## config.mk

```make
export PLATFORM = sky130hd
export DESIGN_NAME = vec_branch_unit
export DESIGN_NICKNAME = d
export VERILOG_FILES = /design/src/rtl/vbr_pkg.sv /design/src/rtl/vbr_ctrl.sv /design/src/rtl/vbr_datapath.sv /design/src/rtl/vec_branch_unit.sv
export SDC_FILE = /design/constraint.sdc
export NUM_CORES = 1
export LEC_CHECK = 0
export BUFFER_PORTS_ARGS = -buffer_cell sky130_fd_sc_hd__clkbuf_2
export CAP_MARGIN = 20
export CORE_ASPECT_RATIO = 1.2
export CORE_UTILIZATION = 56
export DETAILED_ROUTE_END_ITERATION = 16
export PLACE_DENSITY = 0.89
export SYNTH_ARGS = -nofsm -noshare
export SYNTH_HDL_FRONTEND = slang
export SYNTH_SLANG_ARGS = --single-unit
```

## constraint.sdc

```tcl
create_clock -name clk -period 10.61 [get_ports clk]
set_clock_uncertainty 0.05 [all_clocks]
set_input_delay 2.122 -clock clk [delete_from_list [all_inputs] [get_ports clk]]
set_output_delay 2.122 -clock clk [all_outputs]
set_load 0.1 [all_outputs]
```

## src/rtl/vbr_pkg.sv

```systemverilog
package vbr_pkg;

  typedef struct packed {
    logic load;
    logic step;
    logic finish;
  } vbrStrobe_t;

  typedef enum logic [1:0] {
    ST_IDLE = 2'd0,
    ST_RUN  = 2'd1,
    ST_DONE = 2'd2
  } vbrState_t;

endpackage

```

## src/rtl/vbr_ctrl.sv

```systemverilog
module vbr_ctrl
  import vbr_pkg::*;
#(
  parameter int MAXVL = 8,
  localparam int VLW = $clog2(MAXVL + 1)
) (
  input  logic             clk,
  input  logic             rstN,
  input  logic             start,
  input  logic [VLW-1:0]   vl,
  input  logic             stopFlag,
  output vbrStrobe_t       strobe,
  output logic [VLW-1:0]   idx,
  output logic             done
);

  vbrState_t state, nextState;

  always_comb begin
    strobe    = '0;
    nextState = state;
    case (state)
      ST_IDLE, ST_DONE: begin
        if (start) begin
          strobe.load = 1'b1;
          nextState   = ST_RUN;
        end
      end
      ST_RUN: begin
        if (idx == vl || stopFlag) begin
          strobe.finish = 1'b1;
          nextState     = ST_DONE;
        end else begin
          strobe.step = 1'b1;
        end
      end
      default: nextState = ST_IDLE;
    endcase
  end

  always_ff @(posedge clk) begin
    if (!rstN) begin
      state <= ST_IDLE;
      idx   <= '0;
    end else begin
      state <= nextState;
      if (strobe.load) idx <= '0;
      else if (strobe.step) idx <= idx + 1'b1;
    end
  end

  assign done = (state == ST_DONE);

endmodule

```

## src/rtl/vbr_datapath.sv

```systemverilog
module vbr_datapath
  import vbr_pkg::*;
#(
  parameter int MAXVL = 8,
  parameter int AW    = 32,
  parameter int CW    = 32,
  parameter int BDW   = 14,
  localparam int VLW  = $clog2(MAXVL + 1),
  localparam int PADN = 1 << VLW
) (
  input  logic               clk,
  input  logic               rstN,
  input  vbrStrobe_t         strobe,
  input  logic [VLW-1:0]     idx,
  input  logic [VLW-1:0]     vl,
  input  logic [4*MAXVL-1:0] crFields,
  input  logic [MAXVL-1:0]   predMask,
  input  logic               crScalar,
  input  logic               boIgnoreCond,
  input  logic               boCondSense,
  input  logic               boNoCtr,
  input  logic               boCtrZero,
  input  logic [1:0]         biLow,
  input  logic               modeAll,
  input  logic               modeSnz,
  input  logic               modeSz,
  input  logic               modeCtrTest,
  input  logic               modeCtrInv,
  input  logic               modeVlSet,
  input  logic               modeVsb,
  input  logic               modeVli,
  input  logic               modeLru,
  input  logic               lk,
  input  logic               aa,
  input  logic [BDW-1:0]     bd,
  input  logic [AW-1:0]      cia,
  input  logic [CW-1:0]      ctrIn,
  input  logic [AW-1:0]      lrIn,
  output logic               stopFlag,
  output logic [AW-1:0]      nia,
  output logic [CW-1:0]      ctrOut,
  output logic [AW-1:0]      lrOut,
  output logic [VLW-1:0]     vlOut
);

  // padded copies so that any idx value selects a defined element
  logic [4*PADN-1:0] crPad;
  logic [PADN-1:0]   predPad;
  assign crPad   = {{(4*(PADN-MAXVL)){1'b0}}, crFields};
  assign predPad = {{(PADN-MAXVL){1'b0}}, predMask};

  logic [CW-1:0]  ctrReg;
  logic           accReg;
  logic [VLW-1:0] vlReg;
  logic           stopReg;
  logic [AW-1:0]  niaReg, lrReg;

  logic [3:0]    field;
  logic          predBit, maskedSkip, testBit, elPass;
  logic          doDec, ctrOk, elRes, accNext, vlHit, stopNext;
  logic [CW-1:0] ctrNext;
  logic [AW-1:0] dispExt, linkAddr;
  logic          lrWrite;

  always_comb begin
    field      = crPad[{idx, 2'b00} +: 4];
    predBit    = predPad[idx];
    maskedSkip = !predBit && !modeSz;
    testBit    = predBit ? field[~biLow] : modeSnz;
    elPass     = boIgnoreCond || (testBit == boCondSense);
    if (maskedSkip)
      doDec = !boNoCtr && modeCtrTest && !modeCtrInv;
    else
      doDec = !boNoCtr && !(modeCtrTest && (elPass ^ modeCtrInv));
    ctrNext  = doDec ? ctrReg - 1'b1 : ctrReg;
    ctrOk    = boNoCtr || ((ctrNext != '0) ^ boCtrZero);
    elRes    = elPass && ctrOk;
    accNext  = modeAll ? (accReg && elRes) : (accReg || elRes);
    vlHit    = !maskedSkip && modeVlSet && (modeVsb == elRes);
    stopNext = crScalar || vlHit || (!maskedSkip && (modeAll != elRes));
  end

  assign dispExt  = {{(AW-BDW-2){bd[BDW-1]}}, bd, 2'b00};
  assign linkAddr = cia + AW'(4);
  assign lrWrite  = lk ^ (accReg && modeLru);

  always_ff @(posedge clk) begin
    if (!rstN) begin
      ctrReg  <= '0;
      accReg  <= 1'b0;
      vlReg   <= '0;
      stopReg <= 1'b0;
      niaReg  <= '0;
      lrReg   <= '0;
    end else begin
      if (strobe.load) begin
        ctrReg  <= ctrIn;
        accReg  <= modeAll;
        vlReg   <= vl;
        stopReg <= 1'b0;
      end
      if (strobe.step) begin
        ctrReg  <= ctrNext;
        stopReg <= stopNext;
        if (!maskedSkip) accReg <= accNext;
        if (vlHit) vlReg <= modeVli ? idx + 1'b1 : idx;
      end
      if (strobe.finish) begin
        if (accReg) niaReg <= aa ? dispExt : cia + dispExt;
        else        niaReg <= linkAddr;
        lrReg <= lrWrite ? linkAddr : lrIn;
      end
    end
  end

  assign stopFlag = stopReg;
  assign nia      = niaReg;
  assign ctrOut   = ctrReg;
  assign lrOut    = lrReg;
  assign vlOut    = vlReg;

endmodule

```

## src/rtl/vec_branch_unit.sv

```systemverilog
module vec_branch_unit
  import vbr_pkg::*;
#(
  parameter int MAXVL = 8,
  parameter int AW    = 32,
  parameter int CW    = 32,
  parameter int BDW   = 14,
  localparam int VLW  = $clog2(MAXVL + 1)
) (
  input  logic               clk,
  input  logic               rstN,
  input  logic               start,
  input  logic [VLW-1:0]     vl,
  input  logic [4*MAXVL-1:0] crFields,
  input  logic [MAXVL-1:0]   predMask,
  input  logic               crScalar,
  input  logic               boIgnoreCond,
  input  logic               boCondSense,
  input  logic               boNoCtr,
  input  logic               boCtrZero,
  input  logic [1:0]         biLow,
  input  logic               modeAll,
  input  logic               modeSnz,
  input  logic               modeSz,
  input  logic               modeCtrTest,
  input  logic               modeCtrInv,
  input  logic               modeVlSet,
  input  logic               modeVsb,
  input  logic               modeVli,
  input  logic               modeLru,
  input  logic               lk,
  input  logic               aa,
  input  logic [BDW-1:0]     bd,
  input  logic [AW-1:0]      cia,
  input  logic [CW-1:0]      ctrIn,
  input  logic [AW-1:0]      lrIn,
  output logic               done,
  output logic [AW-1:0]      nia,
  output logic [CW-1:0]      ctrOut,
  output logic [AW-1:0]      lrOut,
  output logic [VLW-1:0]     vlOut
);

  vbrStrobe_t     strobe;
  logic [VLW-1:0] idx;
  logic           stopFlag;

  vbr_ctrl #(.MAXVL(MAXVL)) ctrl (
    .clk(clk), .rstN(rstN), .start(start), .vl(vl), .stopFlag(stopFlag),
    .strobe(strobe), .idx(idx), .done(done)
  );

  vbr_datapath #(.MAXVL(MAXVL), .AW(AW), .CW(CW), .BDW(BDW)) dpath (
    .clk(clk), .rstN(rstN), .strobe(strobe), .idx(idx), .vl(vl),
    .crFields(crFields), .predMask(predMask), .crScalar(crScalar),
    .boIgnoreCond(boIgnoreCond), .boCondSense(boCondSense),
    .boNoCtr(boNoCtr), .boCtrZero(boCtrZero), .biLow(biLow),
    .modeAll(modeAll), .modeSnz(modeSnz), .modeSz(modeSz),
    .modeCtrTest(modeCtrTest), .modeCtrInv(modeCtrInv),
    .modeVlSet(modeVlSet), .modeVsb(modeVsb), .modeVli(modeVli),
    .modeLru(modeLru), .lk(lk), .aa(aa), .bd(bd), .cia(cia),
    .ctrIn(ctrIn), .lrIn(lrIn), .stopFlag(stopFlag),
    .nia(nia), .ctrOut(ctrOut), .lrOut(lrOut), .vlOut(vlOut)
  );

endmodule

```

==> reports/qor.csv, run 1 <==
metric,value,unit
CP peak stage delay,630,ps
first-pass GRT wire length,42300,um
R2R depth,14,
post-synth top area cell,dfxtp_1,
hold buffers post-CTS,0,
die height,136,um
Finished Core Util,70.0,%
Register-to-Register Setup Slack,5660,ps
outcome,completed,
Site Rows,48,
count of buffers from port buffering,275,
total gr overflow,0,
core area,14500,um2
register area,2160,um2
# Max-Cap Violations,0,
Post-synth EDFFs,0,
clock tree sinks,108,
Filler cells,1248,
post-CTS setup buffers,0,
peak supply drop,0.0758,mV
multi-input logic area,5870,um2
Most used DFF post-synth,dfxtp_1,
Worst R2R End,dpath.vlOut[0],
cell family with most CP delay,simple AND/OR/NAND/NOR gates,
Crit path required time,10810,ps
CTS tree,yes,
PwrDens,135,nW/um2
setup TNS,0,ps
die span in x,114,um
Synth Register Bits,108,
Syn Inst Count,1105,
Slew headroom,38.7,%
Total Routing Usage GR,34.3,%
Worst R2R Start,ctrl.idx[0],
HP Start,dpath.nia[2],
initial antenna violation count,0,
Initial Util,57.8,%
routability cong.,1.05,
Post-Syn Area per Cell,7.60,um2
Routed WL per cell,17.5,um
CP Buf/Inv Count,1,
nets@finish,1543,
Final period util,57.0,%
WHS,419,ps
P&R area growth vs syn,21.3,%
count of final hold-check violations,0,
crit-path max FO,19,
deepest clock path buffer count,2,
WP data arrival,6240,ps
cell area after synthesis,8390,um2
I/O Pins,276,
Yosys cell types,77,
detailed-route wire length,26900,um
largest net degree at the start of global routing,76,
Vias,9479,
crit end category,flop,
Final Max Tran Viols,0,
Lkg Pwr,4.42,nW
clock latency on the worst-skew pair,360,ps
die area,15500,um2
DRC viols,0,
dpl cells,1523,
worst path cell trace,clkbuf_2 > mux4_2 > mux2i_1 > nor2_2 > nor2_1 > nor3_1 > a21oi_2 > and3_1 > nor3_1 > or4_4 > o31a_1 > o21bai_1 > a211oi_1 > or2_1 > o211a_1,
1st-pass router iterations,5,
critical path class,in -> reg,
CP most frequent cell,nor3_1,
Max Clock Freq,165,MHz
worst slew pin tran,920,ps
DR vias/cell,6.16,
top cell type's share of synthesized area,25.8,%
antenna-violating nets left,0,
initial DRC count,790,
largest cells by area after synthesis,"dfxtp_1 (26%), nand2_1 (5.6%), xnor2_1 (4.9%)",
Hold Path Depth,2,
type of origin of the critical path,input port,
Diodes inserted,0,
H-Tree Depth,3,
fin crit period,6050,ps
Worst path slowest cell,and3_1,
"Endpoint, Worst Hold",dpath.nia[2],
sequential share of the synthesized area,25.8,%
"FFs w/ async S/R, synth",0,%
YS warnings,0,
vias in the first global route,8802,
share of layout cells above drive strength 1,24.8,%
RSZ-0062 raised after global routing,false,
CTS Root Cell,clkbuf_16,
Clock transition at path regs,70,ps
syn_nets,1313,
CTS resizes,0,
Detail Placement HPWL,20200,um
Num CTS Buffers,9,
Final Setup Violations,0,
Final Non-Filler Cells,1540,
Hold WC Path Type,reg -> reg,
synth_stat cells (5+ instances only):
cell      number
nand2_1      125
dfxtp_1      108
nor2_1        89
a21oi_1       79
o21ai_0       58
clkbuf_1      54
xnor2_1       47
a21boi_0      39
nor2b_1       39
nand3_1       37
mux2i_1       35
ha_1          32
o211ai_1      31
a211oi_1      26
nor3_1        26
xor2_1        25
inv_1         24
a21o_1        21
a31oi_1       15
nand4_1       15
a22oi_1       13
and2_1        13
nand2b_1      10
and3_1         8
nor4_1         8
o211a_1        7
or2_2          7
or3_1          7
or4_1          7
o21a_1         6
a311oi_1       5
buf_1          5
nand3b_1       5
o311ai_0       5
worst reg2reg max path, cell delays in order, from the launching register on:
cell and delay (ps):
dfxtp_1 650, mux4_2 610, mux2i_1 190, nor2_2 90, nor2_1 350, nor3_1 100
a21oi_2 300, and3_1 630, nor3_1 110, or4_4 560, o31a_1 240, o21bai_1 250
a211oi_1 140, or2_1 320, o211a_1 250
sequential cells by signal, summed over array words and instances, names as in the netlist:
name	count
dpath.accReg	1
dpath.stopFlag	1
dpath.lrOut	32
ctrl.state	2
dpath.nia	32
dpath.ctrOut	32
dpath.vlOut	4
ctrl.idx	4
how the worst max path moves through the flow:
| stage | end | slack (ps) | from | depth (start not counted) |
|---|---|---|---|---|
| 6_report | dpath.vlOut[0] | 4560 | predMask[7] | 15 |
| 5_1_grt | dpath.vlOut[0] | 4330 | biLow[1] | 15 |
| 4_1_cts | dpath.vlOut[0] | 4630 | biLow[1] | 15 |
| 3_5_place_dp | dpath.vlOut[0] | 4290 | predMask[7] | 15 |
| 3_3_place_gp | dpath.vlOut[0] | 4420 | predMask[7] | 15 |
| 2_1_floorplan | dpath.vlOut[1] | 4990 | predMask[7] | 16 |
routing by layer:
layer	GRT usage (%)	wire length (um)	vias to the layer above
met5	0	0	-
met4	22.2	1580	0
met3	7.13	2190	120
met2	58.6	12900	520
met1	38.7	10300	4340
li1	-	-	4499
through the flow:
step	power, W	setup WS [ps]	area [um2]
after floorplan	0.000859	4990	8390
after global placement	0.000978	4420	9820
after detailed placement	0.000987	4290	9820
after CTS	0.00137	4630	10200
after global routing	0.00144	4330	10200
final	0.00137	4560	10200
cells in the final DEF, fill, tap and decap left out, types with 15 or more instances in the layout:
| master | count |
|---|---|
| clkbuf_2 | 275 |
| nand2_1 | 124 |
| dfxtp_1 | 108 |
| nor2_1 | 88 |
| a21oi_1 | 79 |
| o21ai_0 | 58 |
| xnor2_1 | 46 |
| a21boi_0 | 39 |
| nor2b_1 | 38 |
| nand3_1 | 37 |
| mux2i_1 | 35 |
| ha_1 | 32 |
| o211ai_1 | 31 |
| nor3_1 | 26 |
| a211oi_1 | 26 |
| xor2_1 | 25 |
| inv_1 | 24 |
| a21o_1 | 21 |
| nand4_1 | 15 |
| a31oi_1 | 15 |
report_power, final:
group,internal [W],switching [W],total (W)
registers,0.000428,0.0000292,0.000457
clock network,0.000216,0.000167,0.000383
logic,0.000158,0.000374,0.000532
total,0.000803,0.000571,0.00137
cell families after synthesis:
family	synth area share (%)
xor+xnor	7.51
compound gates	27.7
buf+inv	4.47
simple gates	24.7
fa+ha+maj	5.01
flops	25.8
mux	4.84
final cells by class:
| type | count | share of cell area, % |
|---|---|---|
| multi-input cells | 907 | 57.7 |
| flip-flops and latches | 108 | 21.2 |
| repair buffers | 285 | 14.5 |
| well taps | 200 | 2.46 |
| clock buffers | 10 | 2.35 |
| clock inverters | 6 | 0.922 |
| inverters | 24 | 0.885 |
No activity file was read; power rests on OpenSTA's default activity.
==> run 2, diff against run 1 <==
- CORE_UTILIZATION: 56 -> 47
- PLACE_DENSITY: 0.89 -> 0.8
- clock period: 10.61 -> 5.15 ns (I/O delays scaled with it)
==> reports/qor.csv, run 2 (synthesis gave the netlist of run 1 again) <==
metric,value,unit
outcome,completed,
Site Rows,53,
hold buffers post-CTS,0,
clock tree sinks,108,
Clock transition at path regs,80,ps
DR vias/cell,5.90,
PwrDens,270,nW/um2
DRC viols,0,
count of buffers from port buffering,275,
nets@finish,1552,
core area,17500,um2
worst slew pin tran,806,ps
die height,148,um
Lkg Pwr,4.43,nW
Filler cells,1643,
"commonest non-fill, non-tap cells in the layout","clkbuf_2 (274), nand2_1 (124), dfxtp_1 (108)",
Max Clock Freq,212,MHz
count of final hold-check violations,0,
Hold WC Path Type,reg -> reg,
deepest clock path buffer count,2,
P&R area growth vs syn,21.7,%
post-CTS setup buffers,0,
type of origin of the critical path,flop,
CTS resizes,0,
setup TNS,0,ps
CTS Root Cell,clkbuf_16,
Initial Util,47.9,%
Vias,9258,
Final Instance Area,10200,um2
clock latency on the worst-skew pair,370,ps
crit-path max FO,6,
RSZ-0062 raised after global routing,false,
# Max-Cap Violations,0,
first-pass GRT wire length,41500,um
Slew headroom,46.1,%
antenna-violating nets left,0,
H-Tree Depth,3,
WP data arrival,4930,ps
initial DRC count,741,
Routed WL per cell,16.9,um
I/O Pins,276,
"commonest non-fill, non-tap cell in the layout",clkbuf_2,
die span in x,124,um
initial antenna violation count,0,
peak supply drop,0.151,mV
critical path class,reg -> reg,
routability cong.,0.949,
share of layout cells above drive strength 1,25.3,%
total gr overflow,0,
vias in the first global route,8591,
Final Max Tran Viols,0,
Final period util,91.6,%
die area,18400,um2
crit end category,flop,
CTS tree,yes,
Num CTS Buffers,9,
Crit path required time,5360,ps
Detail Placement HPWL,19900,um
Final Setup Violations,0,
placed inst area,9920,um2
Diodes inserted,0,
1st-pass router iterations,6,
largest net degree at the start of global routing,60,
fin crit period,4720,ps
detailed-route wire length,26500,um
Total Routing Usage GR,28.4,%
==> run 2: cell types whose count changed in the layout (fill, tap and decap cells not counted), sizes merged <==
cell and delta:
clkinv +1, bufinv -2, clkbuf -1, buf +10, clkinvlp +1
==> run 2: area by class of cell <==
class	instances	area, um2	area share, %
flip-flops and latches	108	2160	21.2
clock inverters	6	56.3	0.551
well taps	220	275	2.70
multi-input cells	907	5870	57.5
clock buffers	10	239	2.34
inverters	24	90.1	0.882
repair buffers	294	1520	14.9
==> run 2: metal layers <==
layer | wire length, um | track usage, % | share of wire, % | up-vias
li1 | - | - | - | 4524
met1 | 10800 | 34.4 | 41 | 4253
met2 | 12900 | 49.7 | 49 | 411
met3 | 1860 | 4.22 | 7.0 | 70
met4 | 858 | 11.4 | 3.2 | 0
met5 | 0 | 0 | 0 | -
==> run 2: worst paths after layout <==
path,slack [ps],cells after the start,startpoint,to
min,410,2,dpath.nia[28],dpath.nia[28]
max,430,16,dpath.ctrOut[0],dpath.vlOut[0]
max reg2reg,430,16,dpath.ctrOut[0],dpath.vlOut[0]
min reg2reg,410,2,dpath.nia[28],dpath.nia[28]
==> run 2: power by group <==
group / internal (W) / switching (W) / leakage, nW
Clock: 0.000352 / 0.000366 / 0.143
Combinational: 0.000331 / 0.000764 / 3.41
Sequential: 0.000882 / 0.0000580 / 0.879
==> run 2: critical path, stage by stage (launching register included) <==
cell      delay [ps]
dfxtp_1          350
inv_1            130
ha_1             260
nand2b_1         170
or3_4            410
or3_4            400
or4_4            440
nor2_4           190
nand2_1          100
a31oi_1          250
xor2_1           110
or4_4            490
o31a_1           240
o21bai_1         280
a211oi_1         150
or2_1            330
o211a_1          250
==> run 2: per-stage QoR <==
step                      util [%]  worst slack [ps]  instances  total power [W]  hold WS, ps
final                         58.3               434       1569          0.00275          408
after global routing          58.3              83.9       1569          0.00288          435
after CTS                     58.3               495       1569          0.00275          408
after detailed placement      56.7               132       1553          0.00204          398
after global placement        56.7               263       1553          0.00202          396
after floorplan                  -               481       1105          0.00177          526
==> run 3, diff against run 2 <==
- BUFFER_PORTS_ARGS: -buffer_cell sky130_fd_sc_hd__clkbuf_2 -> unset
- CORE_UTILIZATION: 47 -> 59
- CTS_CLUSTER_DIAMETER: unset -> 150
- DONT_BUFFER_PORTS: unset -> 1
==> reports/qor.csv, run 3 (synthesis gave the netlist of run 1 again) <==
metric,value,unit
outcome,completed,
Final period util,87.9,%
initial antenna violation count,0,
vias in the first global route,7767,
critical path class,reg -> reg,
nets@finish,1296,
Max Clock Freq,221,MHz
Final Setup Violations,0,
Filler cells,1247,
P&R area growth vs syn,6.26,%
Lkg Pwr,3.35,nW
Crit path required time,5360,ps
Detail Placement HPWL,18900,um
Site Rows,47,
fin crit period,4530,ps
CTS Root Cell,clkbuf_16,
Vias,8313,
routability cong.,0.948,
largest net degree at the start of global routing,109,
Initial Util,60.7,%
worst path cell trace,mux4_2 > mux2i_1 > nor2_2 > nand3b_1 > or3_1 > nand4_2 > and3_1 > buf_4 > o21a_1 > or4_4 > o31a_1 > o21bai_1 > a211oi_1 > or2_1 > o211a_1,
RSZ-0062 raised after global routing,false,
core area,13800,um2
total gr overflow,0,
dpl cells,1248,
PwrDens,294,nW/um2
register area,2160,um2
CTS resizes,0,
Diodes inserted,0,
antenna-violating nets left,0,
Routed WL per cell,19.7,um
clock latency on the worst-skew pair,360,ps
crit-path max FO,17,
multi-input logic area,5870,um2
"commonest non-fill, non-tap cells in the layout","nand2_1 (124), dfxtp_1 (108), nor2_1 (88)",
worst slew pin tran,1120,ps
"commonest non-fill, non-tap cell in the layout",nand2_1,
hold buffers post-CTS,0,
die area,14700,um2
clock tree sinks,108,
Slew headroom,25.2,%
setup TNS,0,ps
detailed-route wire length,24900,um
initial DRC count,619,
I/O Pins,276,
1st-pass router iterations,5,
count of buffers from port buffering,0,
Clock transition at path regs,70,ps
Total Routing Usage GR,32.7,%
H-Tree Depth,3,
Final Max Tran Viols,0,
type of origin of the critical path,flop,
first-pass GRT wire length,39100,um
# Max-Cap Violations,0,
Worst path slowest cell,dfxtp_1,
crit end category,flop,
CP peak stage delay,650,ps
WP data arrival,4730,ps
die height,133,um
DR vias/cell,6.58,
DRC viols,0,
Hold WC Path Type,reg -> reg,
peak supply drop,0.219,mV
share of layout cells above drive strength 1,7.78,%
Num CTS Buffers,9,
CTS tree,yes,
count of final hold-check violations,0,
Final Non-Filler Cells,1264,
post-CTS setup buffers,0,
deepest clock path buffer count,2,
die span in x,111,um
[run 3: critical path: cells and delay by family (launching register included)]
family,cells,cell delay (ps)
muxes,2,760
DFF,1,650
and+or+nand+nor,7,1740
AOI/OAI and AO/OA,5,1010
buffers and inverters,1,200
[run 3: path summary, 6_finish.rpt]
kind / from / to / slack (ps) / cells past startpoint
worst max-delay path: ctrl.idx[0] / dpath.vlOut[0] / 620 / 15
worst min-delay path: dpath.ctrOut[1] / dpath.ctrOut[1] / 540 / 3
worst max register to register: ctrl.idx[0] / dpath.vlOut[0] / 620 / 15
worst min register to register: dpath.ctrOut[1] / dpath.ctrOut[1] / 540 / 3
[run 3: layer usage]
metal	track usage [%]	vias to the layer above	part of all wire [%]
met5	0	-	0
li1	-	4005	-
met1	36.6	3837	39
met2	58.1	390	49
met4	17.5	0	4.7
met3	6.78	81	7.8
[run 3: layout make-up]
class | count | share of cell area, %
Clock inverter | 6 | 0.729
Clock buffer | 10 | 2.57
Timing Repair Buffer | 38 | 3.20
Sequential cell | 108 | 24.2
Multi-Input combinational cell | 907 | 65.9
Tap cell | 171 | 2.40
Inverter | 24 | 1.01
[run 3: power by group]
| part | total [W] | switching (W) | internal [W] |
|---|---|---|---|
| sequential | 0.00110 | 0.000219 | 0.000882 |
| combinational | 0.000813 | 0.000533 | 0.000280 |
| clock | 0.000709 | 0.000332 | 0.000378 |
[run 3: per-stage QoR]
stage	hold WS [ps]	setup WS (ps)	instance area, um2	power, W	utilization (%)
2_1_floorplan	526	481	8390	0.00177	-
3_3_place_gp	527	407	8630	0.00191	62.4
3_5_place_dp	538	345	8630	0.00192	62.4
4_1_cts	549	648	8920	0.00262	64.5
5_1_grt	577	270	8920	0.00272	64.5
6_report	544	624	8920	0.00262	64.5
